<file path="config.mk">
export PLATFORM = sky130hd
export DESIGN_NAME = sar_seq
export DESIGN_NICKNAME = d
export VERILOG_FILES = /design/src/rtl/sar_pkg.sv /design/src/rtl/sar_settle.sv /design/src/rtl/sar_step.sv /design/src/rtl/sar_bank.sv /design/src/rtl/sar_seq.sv
export SDC_FILE = /design/constraint.sdc
export NUM_CORES = 1
export LEC_CHECK = 0
export BUFFER_PORTS_ARGS = -buffer_cell sky130_fd_sc_hd__buf_2
export CORE_UTILIZATION = 50
export DETAILED_ROUTE_END_ITERATION = 16
export GPL_ROUTABILITY_DRIVEN = 0
export PLACE_DENSITY = 0.76
export SETUP_SLACK_MARGIN = 0.05
export SLEW_MARGIN = 5
export SYNTH_ARGS = -nofsm -noshare
export SYNTH_HDL_FRONTEND = slang
export SYNTH_SLANG_ARGS = --single-unit
</file>
<file path="constraint.sdc">
create_clock -name clk -period 1.9 [get_ports clk]
set_clock_uncertainty 0.2 [all_clocks]
set_input_delay 0.095 -clock clk [delete_from_list [all_inputs] [get_ports clk]]
set_output_delay 0.095 -clock clk [all_outputs]
set_load 0.01 [all_outputs]
</file>
<file path="src/rtl/sar_pkg.sv">
package sar_pkg;

    typedef enum logic [1:0] {
        ST_IDLE   = 2'd0,
        ST_SAMPLE = 2'd1,
        ST_CONV   = 2'd2
    } sar_state_e;

endpackage

</file>
<file path="src/rtl/sar_settle.sv">
module sar_settle #(
    parameter int SETTLE_CYC = 40
) (
    input  logic clk,
    input  logic rst_n,
    input  logic pwr_en,
    output logic ready
);
    localparam int CW = (SETTLE_CYC < 1) ? 1 : $clog2(SETTLE_CYC + 1);
    localparam logic [CW-1:0] LIM = CW'(SETTLE_CYC);

    logic [CW-1:0] cnt_d, cnt_q;

    always_comb begin
        if (!pwr_en)
            cnt_d = '0;
        else if (cnt_q == LIM)
            cnt_d = cnt_q;
        else
            cnt_d = cnt_q + 1'b1;
    end

    always_ff @(posedge clk or negedge rst_n) begin
        if (!rst_n) cnt_q <= '0;
        else        cnt_q <= cnt_d;
    end

    assign ready = (cnt_q == LIM);
endmodule

</file>
<file path="src/rtl/sar_step.sv">
module sar_step #(
    parameter int DATA_W = 8,
    localparam int BIT_W = $clog2(DATA_W)
) (
    input  logic [DATA_W-1:0] sar,
    input  logic [BIT_W-1:0]  bit_idx,
    input  logic              cmp_below,
    output logic [DATA_W-1:0] trial,
    output logic [DATA_W-1:0] sar_next
);
    logic [DATA_W-1:0] mask;

    always_comb begin
        mask     = {{(DATA_W-1){1'b0}}, 1'b1} << bit_idx;
        trial    = sar | mask;
        sar_next = cmp_below ? sar : (sar | mask);
    end
endmodule

</file>
<file path="src/rtl/sar_bank.sv">
module sar_bank #(
    parameter int DATA_W  = 8,
    parameter int NUM_RES = 4,
    localparam int SLOT_W = $clog2(NUM_RES)
) (
    input  logic                      clk,
    input  logic                      rst_n,
    input  logic                      wr_en,
    input  logic [SLOT_W-1:0]         wr_idx,
    input  logic [DATA_W-1:0]         wr_data,
    output logic [NUM_RES*DATA_W-1:0] res_flat
);
    for (genvar g = 0; g < NUM_RES; g++) begin : g_slot
        logic [DATA_W-1:0] val_d, val_q;

        always_comb begin
            val_d = val_q;
            if (wr_en && (wr_idx == SLOT_W'(g)))
                val_d = wr_data;
        end

        always_ff @(posedge clk or negedge rst_n) begin
            if (!rst_n) val_q <= '0;
            else        val_q <= val_d;
        end

        assign res_flat[g*DATA_W +: DATA_W] = val_q;
    end
endmodule

</file>
<file path="src/rtl/sar_seq.sv">
module sar_seq
    import sar_pkg::*;
#(
    parameter int DATA_W     = 8,
    parameter int NUM_RES    = 4,
    parameter int CH_W       = 3,
    parameter int SAMPLE_CYC = 12,
    parameter int SETTLE_CYC = 40
) (
    input  logic                      clk,
    input  logic                      rst_n,
    input  logic                      pwr_en,
    input  logic                      ctl_wr,
    input  logic [CH_W-1:0]           ctl_chan,
    input  logic                      ctl_multi,
    input  logic                      ctl_cont,
    input  logic                      cmp_below,
    output logic [DATA_W-1:0]         trial_code,
    output logic                      sample_sw,
    output logic [CH_W-1:0]           chan_sel,
    output logic [NUM_RES*DATA_W-1:0] res_flat,
    output logic                      conv_valid,
    output logic                      done,
    output logic                      ready,
    output logic                      busy
);
    localparam int BIT_W  = $clog2(DATA_W);
    localparam int SLOT_W = $clog2(NUM_RES);
    localparam int SCNT_W = (SAMPLE_CYC < 2) ? 1 : $clog2(SAMPLE_CYC);
    localparam logic [SCNT_W-1:0] SCNT_LAST = SCNT_W'(SAMPLE_CYC - 1);
    localparam logic [SLOT_W-1:0] SLOT_LAST = SLOT_W'(NUM_RES - 1);
    localparam logic [BIT_W-1:0]  BIT_TOP   = BIT_W'(DATA_W - 1);

    typedef struct packed {
        sar_state_e        st;
        logic [SCNT_W-1:0] scnt;
        logic [BIT_W-1:0]  bit_idx;
        logic [DATA_W-1:0] sar;
        logic [SLOT_W-1:0] slot;
        logic [CH_W-1:0]   chan;
        logic              multi;
        logic              cont;
        logic              done;
        logic              pend;
        logic              cvalid;
    } seq_t;

    seq_t seq_d, seq_q;

    logic              settle_rdy;
    logic [DATA_W-1:0] step_trial;
    logic [DATA_W-1:0] step_next;
    logic              bank_we;

    sar_settle #(.SETTLE_CYC(SETTLE_CYC)) u_settle (
        .clk    (clk),
        .rst_n  (rst_n),
        .pwr_en (pwr_en),
        .ready  (settle_rdy)
    );

    sar_step #(.DATA_W(DATA_W)) u_step (
        .sar       (seq_q.sar),
        .bit_idx   (seq_q.bit_idx),
        .cmp_below (cmp_below),
        .trial     (step_trial),
        .sar_next  (step_next)
    );

    sar_bank #(.DATA_W(DATA_W), .NUM_RES(NUM_RES)) u_bank (
        .clk      (clk),
        .rst_n    (rst_n),
        .wr_en    (bank_we),
        .wr_idx   (seq_q.slot),
        .wr_data  (step_next),
        .res_flat (res_flat)
    );

    always_comb begin
        seq_d        = seq_q;
        seq_d.cvalid = 1'b0;
        bank_we      = 1'b0;

        if (!pwr_en)
            seq_d.st = ST_IDLE;

        if (ctl_wr) begin
            seq_d.chan  = ctl_chan;
            seq_d.multi = ctl_multi;
            seq_d.cont  = ctl_cont;
            seq_d.done  = 1'b0;
            seq_d.pend  = 1'b1;
            seq_d.slot  = '0;
            seq_d.st    = ST_IDLE;
        end else if (pwr_en) begin
            unique case (seq_q.st)
                ST_IDLE: begin
                    if (seq_q.pend && settle_rdy) begin
                        seq_d.st   = ST_SAMPLE;
                        seq_d.scnt = '0;
                        seq_d.pend = 1'b0;
                    end
                end
                ST_SAMPLE: begin
                    if (seq_q.scnt == SCNT_LAST) begin
                        seq_d.st      = ST_CONV;
                        seq_d.bit_idx = BIT_TOP;
                        seq_d.sar     = '0;
                    end else begin
                        seq_d.scnt = seq_q.scnt + 1'b1;
                    end
                end
                ST_CONV: begin
                    seq_d.sar = step_next;
                    if (seq_q.bit_idx == '0) begin
                        bank_we      = 1'b1;
                        seq_d.cvalid = 1'b1;
                        seq_d.scnt   = '0;
                        if (seq_q.slot == SLOT_LAST) begin
                            seq_d.slot = '0;
                            seq_d.done = 1'b1;
                            seq_d.st   = seq_q.cont ? ST_SAMPLE : ST_IDLE;
                        end else begin
                            seq_d.slot = seq_q.slot + 1'b1;
                            seq_d.st   = ST_SAMPLE;
                        end
                    end else begin
                        seq_d.bit_idx = seq_q.bit_idx - 1'b1;
                    end
                end
                default: seq_d.st = ST_IDLE;
            endcase
        end
    end

    always_ff @(posedge clk or negedge rst_n) begin
        if (!rst_n) begin
            seq_q    <= '0;
            seq_q.st <= ST_IDLE;
        end else begin
            seq_q <= seq_d;
        end
    end

    always_comb begin
        chan_sel = seq_q.chan;
        if (seq_q.multi)
            chan_sel = {seq_q.chan[CH_W-1:SLOT_W], seq_q.slot};
    end

    assign trial_code = (seq_q.st == ST_CONV) ? step_trial : '0;
    assign sample_sw  = (seq_q.st == ST_SAMPLE);
    assign conv_valid = seq_q.cvalid;
    assign done       = seq_q.done;
    assign ready      = settle_rdy;
    assign busy       = (seq_q.st != ST_IDLE);
endmodule

</file>
Yosys cells after proc, flatten, opt, wreduce, memory -nomap -nowiden

Cells that the tools add are included.

Latch bits: 0
Memory bits (writable): 0
Memories kept: 0
Register bits: 65
Bits in read-only memories: 0
Bits of input ports: 10
Word-level logic and storage cells: 94
Output and inout port bits: 48

Reductions and logical operators: 23
Divide/modulo/power cells: 0
Mux-type cells: 35
$mul: 0
Eq/ne operators: 13
$lt $le $gt $ge: 0
Bitwise gates (word level): 2
Shift operators: 1
Add/sub/neg operators: 4

Operators with widths:

| cell                | count |
|---|---|
| $mux 6              | 4 |
| $pmux 11 s2         | 1 |
| $mux 19             | 1 |
| $mux 2              | 9 |
| $mux 8              | 2 |
| $reduce_bool 2->1   | 8 |
| $mux 1              | 12 |
| $pmux 4 s3          | 1 |
| $mux 11             | 1 |
| $ne 2x2->1 const B  | 5 |
| $or 8x8->8          | 1 |
| $reduce_and 4->1    | 2 |
| $shl 1x3->8 const A | 1 |
| $add 6x1->6 const B | 1 |
| $eq 2x2->1 const B  | 3 |
| $eq 6x6->1 const B  | 1 |
| $mux 3              | 2 |
| $pmux 2 s3          | 1 |
| $reduce_and 3->1    | 2 |
| $reduce_and 6->1    | 1 |
| $logic_and 1x1->1   | 5 |
| $reduce_and 5->1    | 1 |
| $add 4x1->4 const B | 1 |
| $eq 2x1->1 const B  | 2 |
| 9 further kinds     | 10 |

Depth between registers and ports, before layout

Gate-level depths: netlist (run 1).

Word-level depth: 6
Depth in mapped cells: 7

Hierarchy

Synthesis (run 1) repeated with hierarchy kept, for this count alone.

Cells, all modules: 253
Area, all modules: 3143.0 um^2

By module, submodules not included:

| module     | cells each | area each (um^2) | instances |
|---|---|---|---|
| sar_seq    | 128        | 1416.4           | 1 |
| sar_bank   | 68         | 1212.4           | 1 |
| sar_settle | 34         | 330.3            | 1 |
| sar_step   | 23         | 183.9            | 1 |

Worst setup path before layout (run 1)

OpenSTA, ideal clock, no wires.

Path kind: reg-to-reg
Start point: reg seq_q[25] (netlist name)
End point: reg u_bank.g_slot[3].val_q[0]
Cell stages (with the launch flop): 8
Buffers on the path: 1
Arrival time: 1691 ps
Period minus slack after synthesis: 2018 ps
Library setup time: 128 ps
Slack: -118 ps
Cell sequence: dfrtp_1 > inv_1 > ha_1 > and3b_2 > and2b_1 > buf_4 > nand2_4 > mux2_1

Longest elaborated chain between the ends: 5

Ends and longest elaborated chain:

| element                  | line           | RTL |
|---|---|---|
| start: declaration       | sar_seq.sv:48  | `seq_t seq_d, seq_q;` |
| start signal: assignment | sar_seq.sv:141 | `seq_q <= seq_d;` |
| $eq 2x2->1               | sar_seq.sv:96  | `unique case (seq_q.st)` |
| $mux 1                   | sar_seq.sv:96  |  |
| $mux 1                   | sar_seq.sv:95  | `end else if (pwr_en) begin` |
| $mux 1                   | sar_seq.sv:87  | `if (ctl_wr) begin` |
| $logic_and 1x1->1        | sar_bank.sv:18 | `if (wr_en && (wr_idx == SLOT_W'(g)))` |
| end signal: assignment   | sar_bank.sv:24 | `else val_q <= val_d;` |
| end: declaration         | sar_bank.sv:14 | `logic [DATA_W-1:0] val_d, val_q;` |

No other way between the ends.
A chain may end at the register's enable or synchronous reset.

Final worst setup path (run 1)

Start point: reg seq_q[25] (netlist name)
End point: reg u_bank.g_slot[1].val_q[5]

Longest elaborated chain between the ends: 5

Ends and longest elaborated chain:

| element                | line |
|---|---|
| $eq 2x2->1             | sar_seq.sv:96 |
| $mux 1                 | sar_seq.sv:96 |
| $mux 1                 | sar_seq.sv:95 |
| $mux 1                 | sar_seq.sv:87 |
| $logic_and 1x1->1      | sar_bank.sv:18 |
| end signal: assignment | sar_bank.sv:24 |
| end: declaration       | sar_bank.sv:14 |

No other way between the ends.

==> flow_summary.ini, run 1 <==
[cells_and_area]
design_area_mm2 = 0.00452
layout.nets = 401
syn2layout_area_growth_pct = 41.4
n_antenna_cell = 0
drive_above_1_share_pct = 49.7
layoutNonFillerInstCount = 455

[power_and_ir_drop]
ir_drop_uv = 849
finalPower_w = 0.00296
power_leakage_nw = 2.37
power_density_mw_per_mm2 = 655

[detailed_routing]
drc = 0
dr.pass1.iters = 4
wl_per_cell_um = 18.6
initialDrtViolationCount = 193
ant_nets = 0
num_vias = 2478
wl_um = 8450
routed_via_density = 5.45

[floorplanning]
rows = 28
dieArea_mm2 = 0.00672
ios = 58
core_mm2 = 0.00606
initial_utilization_pct = 52.8
die_h_um = 82.0
chipWidth_um = 82.0

[timing]
hold_viol = 0
postLayoutSetupSlackWorst_ns = -0.0823
slew_viol_final = 0
finalSetupViolations = 37
timing.final.crit_share_pct = 104
fmax_mhz = 504
holdWs_ns = 0.0809
rsz0062_at_grt = yes
tightest_slew_ns = 0.480
fin_crit_ns = 1.98
relSlewSlack_pct = 67.8

[worst_setup_path]
startpoint_type = register
cp_max_fo = 8
cp.required_ns = 1.92
worstSetupEndpointType = register
critPathArrivalTime_ns = 2.01
critPathKind = register to register

[logic_synthesis]
syn_inst = 270
synth_common_cells = dfrtp_1 (65), mux2_1 (34), nand2_1 (25)
synth_nets = 296
synth_area_mm2 = 0.00320
synth.largest_area_cell = dfrtp_1
syn_area_per_cell_um2 = 11.8
synth_top_area_share_pct = 50.8
yosysMostFrequentCell = dfrtp_1
async_reset_ff_share_pct = 100
yosys_register_bits = 65
synth.area.top_cells = dfrtp_1 (51%), mux2_1 (12%), ha_1 (6.3%), nand2_1 (2.9%), mux2_2 (2.5%)
synth_warnings = 0
synth_flop_cell = dfrtp_1
synth_edf_count = 0
yosysUniqueCellTypes = 46
yosysSeqAreaShare_pct = 50.8

[worst_hold_path]
worst_hold_path_type = primary input to register

[grt]
grt_util_all_layers_pct = 25.7
first_global_vias = 2474
antenna_found_initial = 0
grt_overflow = 0
grt_pass1_wl_um = 12500
grt_max_degree = 66

[run_status]
violations = setup timing
status = finished, violations left

[clock_tree]
cts_buffers = 9
clkLatencyLatePin_ns = 0.34
clk_path_buf_depth = 2
numClockSinks = 65
htree_levels = 3
clkTransAtPathRegs_ns = 0.08
cts-root-buf = clkbuf_8
cts_tree = done

[place]
placed_cells = 420
pre_cts_slack_ns = -0.147
dp_hpwl_um = 4670
portBuffers = 57
placed_area_mm2 = 0.00374

[flow_run]
cap_violations = 0
-- metrics by stage --
step                      setup TNS, ns  utilization, %
after floorplan                   -1.40               -
after global placement            -2.38            61.8
after detailed placement          -4.12            61.8
after CTS                        -0.262            71.1
after global routing              -3.33            74.6
final                             -2.19            74.6
-- per-layer routing --
metal / up-vias / GRT usage, % / part of all wire, %
li1: 1144 / - / -
met1: 1234 / 34.8 / 44
met2: 74 / 39.8 / 49
met3: 26 / 4.67 / 4.1
met4: 0 / 12.3 / 2.7
met5: - / 0 / 0
-- flip-flops by register name, indices dropped and copies added, names as in the netlist --
name / cells
done: 1
u_settle.cnt_q: 6
u_bank.g_slot.val_q: 32
seq_q: 25
conv_valid: 1
-- kinds of logic after synthesis --
kind of cell | Yosys count | synth area share, %
AO/OA/AOI/OAI | 39 | 9.27
XOR/XNOR | 5 | 1.37
adder cells (fa/ha/maj) | 16 | 6.26
buffers and inverters | 22 | 3.09
flip-flops | 65 | 50.8
multiplexers | 43 | 15.1
AND/OR/NAND/NOR | 80 | 14.1
-- final timing paths --
| check | start | to | slack, ns | cells after the start |
|---|---|---|---|---|
| setup / recovery | seq_q[25]$_DFF_PN0_ | u_bank.g_slot[1].val_q[5]$_DFFE_PN0P_ | -0.08 | 6 |
| hold / removal | cmp_below | seq_q[10]$_DFFE_PN0P_ | 0.08 | 4 |
| setup reg to reg | seq_q[25]$_DFF_PN0_ | u_bank.g_slot[1].val_q[5]$_DFFE_PN0P_ | -0.08 | 6 |
| hold reg to reg | seq_q[1]$_DFFE_PN0P_ | seq_q[1]$_DFFE_PN0P_ | 0.28 | 1 |
| max in group asynchronous | rst_n | seq_q[21]$_DFFE_PN0P_ | 1.12 | 3 |
| min in group asynchronous | rst_n | u_settle.cnt_q[2]$_DFFE_PN0P_ | 0.09 | 3 |
-- cell usage in the layout, fill, tap and decap left out, drive strengths merged, types with 2 or more instances in the layout --
master	synthesis	final
a21oi	10	10
nor2b	10	10
a31oi	2	2
clkinv	0	3
mux2i	2	2
o21a	3	3
a21o	10	10
xnor2	4	4
inv	14	16
mux2	41	41
nand3	13	13
nor2	7	7
nand2b	3	3
bufinv	0	2
nand2	29	29
and3	3	3
dfrtp	65	65
o21ai	6	6
buf	4	94
a211o	2	2
ha	16	16
and2	5	5
dlygate4sd3	0	8
clkbuf	4	9
-- power by group --
group	internal [W]	switching (W)	leakage, nW
combinational	0.0000941	0.000104	1.38
sequential	0.00140	0.0000126	0.876
clock	0.000755	0.000597	0.116
total	0.00225	0.000714	2.37
-- critical path, stage by stage, from the launching register on --
cell and delay (ns):
dfrtp_1 0.43, inv_2 0.11, ha_4 0.14, and3b_2 0.20, and2b_4 0.32, nand2_8 0.14, mux2_4 0.32
-- timing repair --
action	in CTS	in global routing
hold buffers	8	0
setup endpoints to repair	56	53
hold endpoints to repair	82	0
cloned	0	1
resized for setup	56	33
pin swaps	8	9
buffers inserted	3	7
-- cell type report --
class | count | area, um2
clock buffer | 9 | 124
clock inverter | 7 | 103
fill | 387 | 1540
inverter | 14 | 52.6
multi-input combinational | 183 | 1830
sequential | 65 | 1630
tap | 75 | 93.8
timing repair buffer | 102 | 696
Note: power is estimated with default switching activity, not from simulation.
==> inputs of run 2 (changes only) <==
Settings changed: BUFFER_PORTS_ARGS -buffer_cell sky130_fd_sc_hd__buf_2 to -buffer_cell sky130_fd_sc_hd__clkbuf_2.
==> flow_summary.ini, run 2 (synthesized netlist as in run 1, its figures left out) <==
[timing]
slew_viol_final = 0
setup-tns-final_ns = -0.0393
timing.final.crit_share_pct = 101
relSlewSlack_pct = 75.0
fin_crit_ns = 1.91
hold_viol = 0
fmax_mhz = 522
rsz0062_at_grt = yes
finalSetupViolations = 4
postLayoutSetupSlackWorst_ns = -0.0141
tightest_slew_ns = 0.373

[run_status]
status = finished, violations left
violations = setup timing

[grt]
grt_util_all_layers_pct = 23.9
first_global_vias = 2482
antenna_found_initial = 0
grt_max_degree = 66
grt_pass1_wl_um = 11800
grt_overflow = 0

[power_and_ir_drop]
swShare_pct = 21.8
power_leakage_nw = 2.30
pwr-share-comb_pct = 6.0
ir_drop_uv = 649
power_density_mw_per_mm2 = 698
seq_power_share_pct = 46.8
p_clk_share_pct = 47.2
switchingPower_w = 0.000660
internal_power_w = 0.00237

[flow_run]
cap_violations = 0

[worst_setup_path]
worstSetupEndpointType = register
reg2reg_depth = 5
cp_slowest_stage_delay_ns = 0.45
r2r_start = seq_q[26]$_DFF_PN0_
crit_chain = ha_2, or3b_4, a21oi_4, nand3_4, mux2_4
r2r_slack_ns = -0.01
critPathArrivalTime_ns = 1.94
startpoint_type = register
cp.required_ns = 1.92
critPathKind = register to register
critPathSlowestCell = dfrtp_2
cp_max_fo = 4
r2r-end = seq_q[21]$_DFFE_PN0P_

[place]
dp_hpwl_um = 4770
portBuffers = 57
pre_cts_slack_ns = -0.152

[detailed_routing]
dr.pass1.iters = 4
wl_um = 7440
drc = 0
routed_via_density = 5.26
initialDrtViolationCount = 143
wl_per_cell_um = 16.4
ant_nets = 0
num_vias = 2395

[cells_and_area]
drive_above_1_share_pct = 39.5
largest_reg_flops = 32
fillCellCount = 400
top_register = u_bank.g_slot.val_q
largestRegisters = u_bank.g_slot.val_q x32, seq_q x25, u_settle.cnt_q x6
layout.nets = 401
n_antenna_cell = 0
final_cell_mix = dfrtp_1 (64), clkbuf_2 (55), mux2_1 (32)
syn2layout_area_growth_pct = 35.6
mostFrequentLayoutCell = dfrtp_1

[floorplanning]
die_h_um = 82.0
core_mm2 = 0.00606
dieArea_mm2 = 0.00672
rows = 28
initial_utilization_pct = 52.8
ios = 58
chipWidth_um = 82.0

[clock_tree]
cts_buffers = 9
cts-root-buf = clkbuf_8
clkTransAtPathRegs_ns = 0.07
clkLatencyLatePin_ns = 0.34
numClockSinks = 65
htree_levels = 3
clk_path_buf_depth = 2
cts_tree = done

[worst_hold_path]
worst_hold_path_type = primary input to async pin
## run 2: cell type report
| class | instances | area [um2] | share of cell area (%) |
|---|---|---|---|
| flip-flops and latches | 65 | 1630 | 37.5 |
| multi-input cells | 183 | 1630 | 37.5 |
| repair buffers | 102 | 697 | 16.1 |
| clock buffers | 10 | 128 | 2.94 |
| clock inverters | 6 | 115 | 2.65 |
| well taps | 75 | 93.8 | 2.16 |
| inverters | 14 | 52.6 | 1.21 |
## run 2: worst max-delay path by stage
stage | startpoint | depth (start not counted) | end
after floorplan | seq_q[25]$_DFF_PN0_ | 7 | u_bank.g_slot[3].val_q[0]$_DFFE_PN0P_
final | seq_q[26]$_DFF_PN0_ | 5 | seq_q[21]$_DFFE_PN0P_
after detailed placement | seq_q[18]$_DFFE_PN0P_ | 6 | u_bank.g_slot[2].val_q[3]$_DFFE_PN0P_
after CTS | seq_q[26]$_DFF_PN0_ | 5 | seq_q[21]$_DFFE_PN0P_
after global routing | seq_q[25]$_DFF_PN0_ | 8 | seq_q[10]$_DFFE_PN0P_
after global placement | seq_q[25]$_DFF_PN0_ | 6 | u_bank.g_slot[2].val_q[4]$_DFFE_PN0P_
## run 2: per-layer routing
metal,vias up,global-route usage [%],routed length [um]
li1,1146,-,-
met3,6,5.33,304
met5,-,0,0
met1,1195,31.3,3290
met4,0,8.60,63
met2,48,38.8,3780
## run 2: per-stage QoR
| stage | hold WS (ns) | power, W | util, % | instance area [um2] | instances |
|---|---|---|---|---|---|
| after floorplan | -0.401 | 0.00151 | - | 3210 | 270 |
| after global placement | -0.0633 | 0.00158 | 61.9 | 3750 | 421 |
| after detailed placement | -0.0590 | 0.00159 | 61.9 | 3750 | 421 |
| after CTS | 0.0565 | 0.00304 | 69.4 | 4200 | 450 |
| after global routing | 0.151 | 0.00312 | 71.6 | 4340 | 455 |
| final | 0.101 | 0.00303 | 71.6 | 4340 | 455 |
## run 2: timing repair
| action | CTS | global route |
|---|---|---|
| resized for setup | 26 | 16 |
| hold endpoints to repair | 76 | 0 |
| pin swaps | 7 | 6 |
| gates cloned | 1 | 0 |
| setup endpoints to repair | 55 | 57 |
| hold buffers | 8 | 0 |
| buffers inserted | 4 | 5 |
## run 2: worst max-delay path: cells and delay by family (launching register included)
| kind | cells | cell delay (ns) |
|---|---|---|
| and+or+nand+nor | 2 | 0.50 |
| DFF | 1 | 0.45 |
| muxes | 1 | 0.31 |
| adders and majority gates | 1 | 0.18 |
| AOI/OAI and AO/OA | 1 | 0.16 |
## run 2: power groups by stage
stage               clock, W  sequential, W  combinational (W)
floorplan                  0        0.00144          0.0000731
global placement           0        0.00144           0.000142
detailed placement         0        0.00144           0.000146
CTS                  0.00145        0.00141           0.000175
global route         0.00150        0.00142           0.000202
finish               0.00143        0.00142           0.000182
